`config.mk`:
```
export PLATFORM = sky130hd
export DESIGN_NAME = gdb_debounce_top
export DESIGN_NICKNAME = d
export VERILOG_FILES = /design/src/rtl/gdb_pkg.sv /design/src/rtl/gdb_sync.sv /design/src/rtl/gdb_prescaler.sv /design/src/rtl/gdb_pin_filter.sv /design/src/rtl/gdb_regs.sv /design/src/rtl/gdb_debounce_top.sv
export SDC_FILE = /design/constraint.sdc
export NUM_CORES = 1
export LEC_CHECK = 0
export CAP_MARGIN = 25
export CORE_MARGIN = 4
export CORE_UTILIZATION = 50
export CTS_CLUSTER_SIZE = 28
export DETAILED_ROUTE_END_ITERATION = 8
export PLACE_DENSITY = 0.81
export SLEW_MARGIN = 0
export SYNTH_ARGS = -nofsm -noshare
export SYNTH_HDL_FRONTEND = slang
export SYNTH_SLANG_ARGS = --single-unit
export TNS_END_PERCENT = 30
```
`constraint.sdc`:
```
create_clock -name clk -period 5.3 [get_ports clk]
set_input_delay 1.06 -clock clk [delete_from_list [all_inputs] [get_ports clk]]
set_output_delay 1.06 -clock clk [all_outputs]
set_load 0.02 [all_outputs]
```
`src/rtl/gdb_pkg.sv`:
```
package gdb_pkg;
  localparam int ADDR_W = 8;
  localparam int DATA_W = 32;
  localparam logic [ADDR_W-1:0] OFS_ENABLE = 8'h40;
  localparam logic [ADDR_W-1:0] OFS_DIVISOR = 8'h44;
endpackage

```
`src/rtl/gdb_sync.sv`:
```
module gdb_sync #(
  parameter int NPIN = 32,
  parameter int STAGES = 2
) (
  input  logic            clk,
  input  logic            rst_n,
  input  logic [NPIN-1:0] d,
  output logic [NPIN-1:0] q
);
  logic [NPIN-1:0] chain [STAGES];

  always_ff @(posedge clk or negedge rst_n) begin
    if (!rst_n) begin
      for (int s = 0; s < STAGES; s++) chain[s] <= '0;
    end else begin
      chain[0] <= d;
      for (int s = 1; s < STAGES; s++) chain[s] <= chain[s-1];
    end
  end

  assign q = chain[STAGES-1];
endmodule

```
`src/rtl/gdb_prescaler.sv`:
```
module gdb_prescaler #(
  parameter int DIV_W = 24
) (
  input  logic             clk,
  input  logic             rst_n,
  input  logic [DIV_W-1:0] divisor,
  input  logic             restart,
  output logic             tick,
  output logic [DIV_W-1:0] count
);
  // Divisor 0 and 1 both mean "every cycle".
  function automatic logic [DIV_W-1:0] period_of(input logic [DIV_W-1:0] dv);
    return (dv <= DIV_W'(1)) ? DIV_W'(1) : dv;
  endfunction

  logic [DIV_W-1:0] period;
  assign period = period_of(divisor);
  // >= also covers a divisor lowered below the running count.
  assign tick = (count >= period - DIV_W'(1));

  always_ff @(posedge clk or negedge rst_n) begin
    if (!rst_n)       count <= '0;
    else if (restart) count <= '0;
    else if (tick)    count <= '0;
    else              count <= count + DIV_W'(1);
  end
endmodule

```
`src/rtl/gdb_pin_filter.sv`:
```
module gdb_pin_filter (
  input  logic clk,
  input  logic rst_n,
  input  logic enable,
  input  logic tick,
  input  logic d,
  output logic q
);
  logic last_sample;

  always_ff @(posedge clk or negedge rst_n) begin
    if (!rst_n) begin
      last_sample <= 1'b0;
      q           <= 1'b0;
    end else if (!enable) begin
      last_sample <= d;
      q           <= d;
    end else if (tick) begin
      last_sample <= d;
      if (d == last_sample) q <= d;
    end
  end
endmodule

```
`src/rtl/gdb_regs.sv`:
```
module gdb_regs
  import gdb_pkg::*;
#(
  parameter int NPIN = 32,
  parameter int DIV_W = 24
) (
  input  logic              clk,
  input  logic              rst_n,
  input  logic              we,
  input  logic [ADDR_W-1:0] addr,
  input  logic [DATA_W-1:0] wdata,
  output logic [DATA_W-1:0] rdata,
  output logic [NPIN-1:0]   en_q,
  output logic [DIV_W-1:0]  div_q,
  output logic              div_wr
);
  assign div_wr = we && (addr == OFS_DIVISOR);

  always_ff @(posedge clk or negedge rst_n) begin
    if (!rst_n) begin
      en_q  <= '0;
      div_q <= '0;
    end else if (we) begin
      if (addr == OFS_ENABLE) en_q <= wdata[NPIN-1:0];
      if (div_wr) div_q <= wdata[DIV_W-1:0];
    end
  end

  always_comb begin
    rdata = '0;
    if (addr == OFS_ENABLE)       rdata[NPIN-1:0] = en_q;
    else if (addr == OFS_DIVISOR) rdata[DIV_W-1:0] = div_q;
  end
endmodule

```
`src/rtl/gdb_debounce_top.sv`:
```
module gdb_debounce_top
  import gdb_pkg::*;
#(
  parameter int NPIN = 32,
  parameter int DIV_W = 24,
  parameter int SYNC_STAGES = 2
) (
  input  logic              clk,
  input  logic              rst_n,
  input  logic              reg_we,
  input  logic [ADDR_W-1:0] reg_addr,
  input  logic [DATA_W-1:0] reg_wdata,
  output logic [DATA_W-1:0] reg_rdata,
  input  logic [NPIN-1:0]   pin_raw,
  output logic [NPIN-1:0]   filt_out
);
  logic [NPIN-1:0]  sync_q;
  logic [NPIN-1:0]  en_q;
  logic [DIV_W-1:0] div_q;
  logic             div_wr;
  logic             tick;
  logic [DIV_W-1:0] pre_cnt;

  gdb_sync #(.NPIN(NPIN), .STAGES(SYNC_STAGES)) u_sync (
    .clk(clk), .rst_n(rst_n), .d(pin_raw), .q(sync_q)
  );

  gdb_regs #(.NPIN(NPIN), .DIV_W(DIV_W)) u_regs (
    .clk(clk), .rst_n(rst_n), .we(reg_we), .addr(reg_addr),
    .wdata(reg_wdata), .rdata(reg_rdata), .en_q(en_q),
    .div_q(div_q), .div_wr(div_wr)
  );

  gdb_prescaler #(.DIV_W(DIV_W)) u_pre (
    .clk(clk), .rst_n(rst_n), .divisor(div_q), .restart(div_wr),
    .tick(tick), .count(pre_cnt)
  );

  for (genvar i = 0; i < NPIN; i++) begin : g_pin
    gdb_pin_filter u_filt (
      .clk(clk), .rst_n(rst_n), .enable(en_q[i]), .tick(tick),
      .d(sync_q[i]), .q(filt_out[i])
    );
  end
endmodule

```
* Yosys cells after proc, flatten, opt, wreduce, memory -nomap -nowiden
Cells that the tools add are included.
** Storage, ports and cells
- Register bits after elaboration :: 208
- Input bits :: 75
- Output and inout port bits :: 64
** Cells by class
- Reductions and logical operators :: 35
- Eq/ne operators :: 98
- Muxes and demuxes :: 166
- Order comparisons :: 2
- $add $sub $neg :: 2
** Operators by type and width (count)
- two-way mux 1 bit :: 160
- != test 2 x 1 -> 1 bit (second input constant) :: 64
- two-way mux 24 bit :: 5
- AND reduction 2 bit :: 34
- equality test 1 bit :: 32
- adder 24 x 1 -> 24 bit (second input constant) :: 1
- >= comparator 24 bit :: 1
- less-or-equal comparator 24 x 1 -> 1 bit (second input constant) :: 1
- subtractor 24 x 1 -> 24 bit (second input constant) :: 1
- equality test 8 x 7 -> 1 bit (second input constant) :: 2
- two-way mux 8 bit :: 1
- logical AND 1 bit :: 1

* Logic depth before layout (Yosys ltp)
Gate-level depths: netlist of run 1.
- Depth in word-level cells :: 6
- Depth in mapped cells :: 21
- Depth with buffers taken out :: 18

* Cells and area by module
A second synthesis of run 1 with hierarchy kept.
** Second synthesis, totals
- Cell total of the unflattened synthesis :: 880
- Area total of the unflattened synthesis :: 9810.7 um^2
** Modules (own cells, without submodules)
- gdb_pin_filter :: area each 96.3 um^2, cells an instance 11, instances 32, sequential area each 50.0 um^2
- gdb_regs :: area each 2702.6 um^2, cells an instance 189, instances 1, sequential area each 1401.3 um^2
- gdb_prescaler :: area each 2183.3 um^2, cells an instance 243, instances 1, sequential area each 600.6 um^2
- gdb_sync :: area each 1841.8 um^2, cells an instance 96, instances 1, sequential area each 1601.5 um^2

* Least setup slack after synthesis of run 1
OpenSTA, ideal clock, no wires.
- Path kind :: register -> register
- Start :: reg u_regs.div_q[19]
- End :: reg g_pin[19].u_filt.last_sample
- Stages on the path, launching flop included :: 21
- Library setup time :: 0.125 ns
- Setup slack :: 0.869 ns
- Arrival :: 4.306 ns
- Data required time :: 5.175 ns
- Path buffers :: 2
- Cell sequence :: dfrtp_1 or4_1 or3_4 or4_4 nor2_4 a21oi_1 ha_1 nand2b_1 nor2_1 nand2_1 nor2_1 xnor2_1 ha_1 a21oi_1 nand2_1 a221oi_1 and2_1 buf_2 buf_2 nand3_1 mux2_2
** On the way
- Longest elaborated chain between the ends :: 5
** Ends and longest elaborated chain
- start: declaration :: RTL line gdb_regs.sv:14 : output logic [DIV_W-1:0] div_q,
- start signal: assignment :: RTL line gdb_regs.sv:25 : if (div_wr) div_q <= wdata[DIV_W-1:0];
- less-or-equal comparator 24 x 1 -> 1 bit :: RTL line gdb_prescaler.sv:13 : return (dv <= DIV_W'(1)) ? DIV_W'(1) : dv;
- two-way mux 24 bit (*) :: RTL line gdb_prescaler.sv:13
- subtractor 24 x 1 -> 24 bit (*) :: RTL line gdb_prescaler.sv:19 : assign tick = (count >= period - DIV_W'(1));
- >= comparator 24 bit (*) :: RTL line gdb_prescaler.sv:19
- != test 2 x 1 -> 1 bit (no line) (*)
- end signal: assignment :: RTL line gdb_pin_filter.sv:13 : last_sample <= 1'b0;
- end signal: assignment :: RTL line gdb_pin_filter.sv:16 : last_sample <= d;
- end signal: assignment :: RTL line gdb_pin_filter.sv:19 : last_sample <= d;
- end: declaration :: RTL line gdb_pin_filter.sv:9 : logic last_sample;
Every way passes the cells marked *; elsewhere a longest branch is shown, timed or not.
A chain may end at the register's enable or synchronous reset.

* Final worst setup path of run 1
- Start :: reg u_regs.div_q[19]
- End :: reg g_pin[16].u_filt.last_sample
** On the way
- Longest elaborated chain between the ends :: 5
** Ends and longest elaborated chain (RTL line)
- less-or-equal comparator 24 x 1 -> 1 bit :: gdb_prescaler.sv:13
- two-way mux 24 bit (*) :: gdb_prescaler.sv:13
- subtractor 24 x 1 -> 24 bit (*) :: gdb_prescaler.sv:19
- >= comparator 24 bit (*) :: gdb_prescaler.sv:19
- != test 2 x 1 -> 1 bit (no line) (*)
- end signal: assignment :: gdb_pin_filter.sv:13
- end signal: assignment :: gdb_pin_filter.sv:16
- end signal: assignment :: gdb_pin_filter.sv:19
- end: declaration :: gdb_pin_filter.sv:9
Marked as above.

==> results of run 1 <==
## worst max-delay path: cells and delay by family, from the launching register on
family / cells / cell delay, ns
AOI/OAI and AO/OA: 2 / 0.26
adders and majority gates: 2 / 0.54
and+or+nand+nor: 11 / 2.72
muxes: 1 / 0.35
DFF: 1 / 0.43
xor gates and xnor gates: 1 / 0.13
buffers and inverters: 1 / 0.28
## flip-flops by register name, indices dropped and copies added (netlist names)
register and count:
u_sync.chain 32, g_pin.u_filt.q 32, u_regs.div_q 24, u_regs.en_q 32, u_sync.q 32, u_pre.count 24
g_pin.u_filt.last_sample 32
## stage by stage
step	util, %	area [um2]
detailed placement	59.5	11200
global route	63.6	12000
finish	63.6	12000
global placement	59.3	11200
floorplan	-	9650
CTS	63.4	11900
## cells in the mapped netlist, drive strengths merged, types with 5 or more instances
library cell  number
and2               9
nand2             22
xnor2             26
clkbuf            25
a21boi            32
buf               43
o211ai            33
ha                26
or3                5
nand3             77
dfrtp            208
nand4             43
and3               6
a21oi             11
inv               39
nor3              11
nor2              45
nor4               5
mux2              88
xor2              15
a22o              24
a31oi             32
## logic make-up (layout without fill, tap and decap cells)
| group | Yosys count | after routing | share of synthesized area, % |
|---|---|---|---|
| compound gates | 142 | 142 | 10.6 |
| xor+xnor | 41 | 41 | 3.72 |
| fa+ha+maj | 26 | 26 | 3.37 |
| buf+inv | 107 | 232 | 5.48 |
| flops | 208 | 208 | 53.9 |
| mux | 88 | 88 | 10.3 |
| simple gates | 232 | 232 | 12.6 |
## path summary, 6_finish.rpt
kind	start	endpoint	slack, ns	depth (start not counted)
setup / recovery	u_regs.div_q[19]	g_pin[16].u_filt.last_sample	0.44	18
hold / removal	u_sync.chain[35]	u_sync.q[3]	0.34	0
setup reg to reg	u_regs.div_q[19]	g_pin[16].u_filt.last_sample	0.44	18
hold reg to reg	u_sync.chain[35]	u_sync.q[3]	0.34	0
max in group asynchronous	rst_n	g_pin[14].u_filt.q	3.71	3
min in group asynchronous	rst_n	u_sync.chain[40]	0.38	1
## area by class of cell
| class | instances | share of cell area [%] |
|---|---|---|
| tap | 260 | 2.72 |
| timing repair buffer | 154 | 13.4 |
| inverter | 39 | 1.22 |
| sequential | 208 | 43.5 |
| clock inverter | 8 | 0.753 |
| multi-input combinational | 529 | 32.9 |
| clock buffer | 31 | 5.48 |
## layer usage
| metal | routed length, um | vias to the layer above |
|---|---|---|
| met3 | 1340 | 47 |
| li1 | - | 3254 |
| met2 | 11300 | 201 |
| met4 | 712 | 0 |
| met5 | 0 | - |
| met1 | 9450 | 3518 |
## report_power, final
part / total, mW / internal (mW) / switching (mW)
clock network: 1.56 / 0.956 / 0.606
logic: 0.634 / 0.314 / 0.320
registers: 1.81 / 1.69 / 0.124
total: 4.01 / 2.96 / 1.05
==> impl_metrics.py, run 1 <==
metrics = {
    "route": {
        "wl_per_cell_um": 18.5,
        "ant_nets": 0,
        "num_vias": 7020,
        "drt-total-wl_um": 22800,
        "viasPerCell": 5.71,
        "first_iter_violations": 421,
        "drc": 0,
        "drt_first_pass_iters": 5,
    },
    "clock_network": {
        "cts_resized": 0,
        "root_buffer": "clkbuf_16",
        "cts_hold_buf": 0,
        "h-tree-depth": 1,
        "clock_sinks": 208,
        "clk_pin_slew_ns": 0.06,
        "cts_tree": "done",
        "clock_latency_ns": 0.50,
        "clock_path_buffers": 3,
        "cts_buffers": 22,
        "cts_setup_buffers": 0,
    },
    "setup_path": {
        "crit_path_end_kind": "flop",
        "critPathRequiredTime_ns": 5.68,
        "cp_max_fo": 31,
        "critical_path_class": "flop to flop",
        "path_cells": "or4_1 > or3_4 > or4_4 > nor2_4 > a21oi_1 > ha_1 > nand2b_1 > nor2_1 > nand2_1 > nor2_1 > xnor2_1 > ha_1 > nand4_1 > nor3_1 > o31ai_4 > buf_4 > nand3_1 > mux2_2",
        "cp_slowest_cell": "or4_1",
        "slowest_delay_ns": 0.56,
        "critPathLaunchType": "flop",
        "crit_arrival_ns": 5.24,
    },
    "timing": {
        "clock.fmax_mhz": 206,
        "finalCritPeriodShare_pct": 91.7,
        "setup_viol": 0,
        "period_needed_ns": 4.86,
        "tightest_slew_ns": 0.913,
        "fin_setup_tns_ns": 0,
        "relSlewSlack_pct": 38.9,
        "rsz0062_at_grt": "no",
        "clock_skew_ns": 0.00736,
        "hold_viol_final": 0,
        "holdWs_ns": 0.344,
        "setup_ws_ns": 0.442,
        "drv_slew": 0,
    },
    "grt": {
        "antenna_found_initial": 0,
        "use_met1_pct": 27.7,
        "grt_pass1_wl_um": 37800,
        "use_met3_pct": 4.23,
        "overflow": 0,
        "grt_max_degree": 128,
        "grt-busiest-layer": "met2",
        "grt_pass1_vias": 7313,
        "met2_usage_pct": 36.0,
        "grt_usage_pct": 21.4,
    },
    "yosys": {
        "synthFlopType": "dfrtp_1",
        "synth_top_area_share_pct": 53.9,
        "yosysWarnings": 0,
        "syn_area_per_cell_um2": 11.4,
        "synthesis.area_um2": 9650,
        "syn-num-nets": 945,
        "synth_top_area_cell": "dfrtp_1",
        "yosysSeqAreaShare_pct": 53.9,
        "synth-async-reset-ratio_pct": 100,
        "ys_ff_latch": 208,
        "ys_top_cells_by_area": "dfrtp_1 (54%), mux2_2 (10%), nand3_1 (4.0%), ha_1 (3.4%), nand4_1 (2.7%)",
        "syn_inst": 844,
        "synthDistinctLibCells": 43,
        "synth_edf_count": 0,
    },
    "floorplanning": {
        "start_util_pct": 51.2,
        "die_w_um": 147,
        "io-pin-count": 139,
        "core-area_um2": 18800,
        "row_count": 50,
        "die_y_um": 147,
        "die_area_um2": 21600,
    },
    "power": {
        "p_per_area_nw_per_um2": 335,
        "power_mw": 4.01,
        "p_leak_nw": 5.28,
        "ir_worst_vdd_uv": 228,
    },
    "layout": {
        "n_fill_cell": 1414,
        "finalNetCount": 1055,
        "multiInputGateArea_um2": 3940,
        "area_growth_syn_to_layout_pct": 24.1,
        "diodes": 0,
        "final_cells": 1229,
        "drive_above_1_share_pct": 16.0,
        "final_common_cell": "dfrtp_1",
        "most-common-layout-cells": "dfrtp_1 (208), clkdlybuf4s50_1 (137), mux2_2 (88), nand3_1 (77), nor2_1 (43)",
        "regArea_um2": 5200,
    },
    "placement": {
        "dp_slack_ns": 0.504,
        "dp_hpwl_um": 15900,
        "placedCellCount": 1189,
        "port-buffer-count": 138,
        "gp_congestion": 0.880,
    },
    "hold_path": {
        "min_path_type": "flop to flop",
    },
    "status": {
        "outcome": "finished clean",
    },
    "flow_run": {
        "cap_violations": 0,
    },
}
(Power assumes the default switching activity.)
==> run 2, diff against run 1 <==
==> constraint.sdc (replaced) <==
create_clock -name clk -period 5.8 [get_ports clk]
set_input_delay 1.16 -clock clk [delete_from_list [all_inputs] [get_ports clk]]
set_output_delay 1.16 -clock clk [all_outputs]
set_load 0.02 [all_outputs]
==> run 2 against run 1 <==
Compared with the run above: sequential cell count is the same; die area unchanged; power shrank 7.7%; clock power is 6% lower; worst setup slack better by 0.30 ns; cell area decreased by 0.43%; utilization decreased by 0.27 points; critical endpoint is now g_pin[27].u_filt.last_sample; sequential share of layout area rose by 0.19 points; critical path type unchanged.
==> impl_metrics.py, run 2 (synthesized netlist as in run 1, its figures left out) <==
metrics = {
    "status": {
        "outcome": "finished clean",
    },
    "timing": {
        "tightest_slew_ns": 0.920,
        "period_needed_ns": 5.06,
        "finalCritPeriodShare_pct": 87.2,
        "rsz0062_at_grt": "no",
        "hold_viol_final": 0,
        "clock_skew_ns": 0.0137,
        "fin_setup_tns_ns": 0,
        "drv_slew": 0,
        "relSlewSlack_pct": 38.5,
        "clock.fmax_mhz": 198,
        "setup_viol": 0,
    },
    "setup_path": {
        "r2r_end": "g_pin[27].u_filt.last_sample",
        "crit_path_end_kind": "flop",
        "cp_max_fo": 48,
        "cp_slowest_cell": "or4_1",
        "rr_worst_depth": 19,
        "critical_path_class": "flop to flop",
        "r2r_slack_ns": 0.74,
        "critPathRequiredTime_ns": 6.18,
        "cp_num_buf_inv": 1,
        "slowest_delay_ns": 0.57,
        "path_cells": "or4_1 > or3_4 > or4_4 > nor2_4 > a21oi_1 > ha_1 > nand2b_1 > nor2_1 > nand2_1 > nor3_1 > xnor2_1 > ha_1 > nand4_1 > nor2_1 > a221oi_1 > and2_2 > buf_12 > nand3_1 > mux2_2",
        "r2r_start": "u_regs.div_q[19]",
        "path_delay_family": "simple AND/OR/NAND/NOR gates",
        "critPathLaunchType": "flop",
        "crit_arrival_ns": 5.44,
    },
    "floorplanning": {
        "start_util_pct": 51.2,
        "die_area_um2": 21600,
        "core-area_um2": 18800,
        "die_y_um": 147,
        "row_count": 50,
        "die_w_um": 147,
        "io-pin-count": 139,
    },
    "layout": {
        "multiInputGateArea_um2": 3940,
        "diodes": 0,
        "finalNetCount": 1051,
        "fin_util_pct": 63.3,
        "regArea_um2": 5200,
        "final_common_cell": "dfrtp_1",
        "final_cells": 1226,
        "most-common-layout-cells": "dfrtp_1 (208), clkdlybuf4s50_1 (137), mux2_2 (88), nand3_1 (77), nor2_1 (43)",
        "drive_above_1_share_pct": 15.9,
        "n_fill_cell": 1407,
        "area_growth_syn_to_layout_pct": 23.5,
        "final_area_um2": 11900,
    },
    "grt": {
        "grt_pass1_vias": 7176,
        "grt_max_degree": 107,
        "grt_pass1_wl_um": 36900,
        "overflow": 0,
        "grt_usage_pct": 20.7,
        "antenna_found_initial": 0,
    },
    "hold_path": {
        "min_path_cells": 0,
        "holdPathEnd": "u_sync.q[10]",
        "min_path_type": "flop to flop",
        "min-delay-start": "u_sync.chain[42]",
    },
    "route": {
        "viasPerCell": 5.71,
        "ant_nets": 0,
        "drt_first_pass_iters": 4,
        "num_vias": 7005,
        "drt-total-wl_um": 22600,
        "first_iter_violations": 459,
        "drc": 0,
        "wl_per_cell_um": 18.4,
    },
    "placement": {
        "gp_congestion": 0.879,
        "port-buffer-count": 138,
        "placedCellCount": 1186,
        "placed_area_um2": 11100,
        "dp_hpwl_um": 15300,
    },
    "clock_network": {
        "clk_pin_slew_ns": 0.06,
        "cts_tree": "done",
        "cts_resized": 0,
        "h-tree-depth": 1,
        "cts_buffers": 22,
        "cts_setup_buffers": 0,
        "clock_sinks": 208,
        "root_buffer": "clkbuf_16",
        "clock_latency_ns": 0.50,
        "clock_path_buffers": 3,
        "cts_hold_buf": 0,
    },
    "power": {
        "ir_worst_vdd_uv": 237,
        "p_leak_nw": 5.24,
        "p_per_area_nw_per_um2": 311,
    },
    "flow_run": {
        "cap_violations": 0,
    },
}
run 2: worst max path at each step:
stage | cells after the start | from | end | slack [ns]
final | 19 | u_regs.div_q[19] | g_pin[27].u_filt.last_sample | 0.74
after global routing | 19 | u_regs.div_q[18] | g_pin[18].u_filt.last_sample | 0.41
after CTS | 19 | u_regs.div_q[19] | g_pin[27].u_filt.last_sample | 0.75
after detailed placement | 19 | u_regs.div_q[19] | g_pin[18].u_filt.last_sample | 0.77
after global placement | 19 | u_regs.div_q[19] | g_pin[1].u_filt.last_sample | 0.91
after floorplan | 20 | u_regs.div_q[19] | g_pin[19].u_filt.last_sample | 1.37
run 2: layout make-up:
cell class,count,share of cell area (%)
timing repair buffer,150,12.8
clock inverter,9,0.850
tap,260,2.73
sequential,208,43.7
multi-input combinational,529,33.1
inverter,39,1.23
clock buffer,31,5.67
run 2: metal layers:
layer | track usage (%) | vias up | part of all wire, %
met5 | 0 | - | 0
met4 | 8.71 | 0 | 3.7
met3 | 4.60 | 64 | 6.1
met2 | 34.6 | 216 | 48
met1 | 26.3 | 3481 | 42
li1 | - | 3244 | -
run 2: stage by stage:
| stage | setup slack, ns | hold slack, ns | total power, mW |
|---|---|---|---|
| detailed placement | 0.765 | 0.335 | 2.26 |
| floorplan | 1.37 | 0.331 | 2.05 |
| global route | 0.414 | 0.347 | 3.87 |
| finish | 0.742 | 0.346 | 3.70 |
| global placement | 0.913 | 0.332 | 2.22 |
| CTS | 0.752 | 0.349 | 3.74 |
run 2: report_power, final:
group / switching [mW] / leakage (nW) / total (mW) / internal [mW]
sequential: 0.110 / 2.59 / 1.65 / 1.54
clock: 0.570 / 0.387 / 1.47 / 0.901
combinational: 0.293 / 2.27 / 0.577 / 0.285
total: 0.972 / 5.24 / 3.70 / 2.73
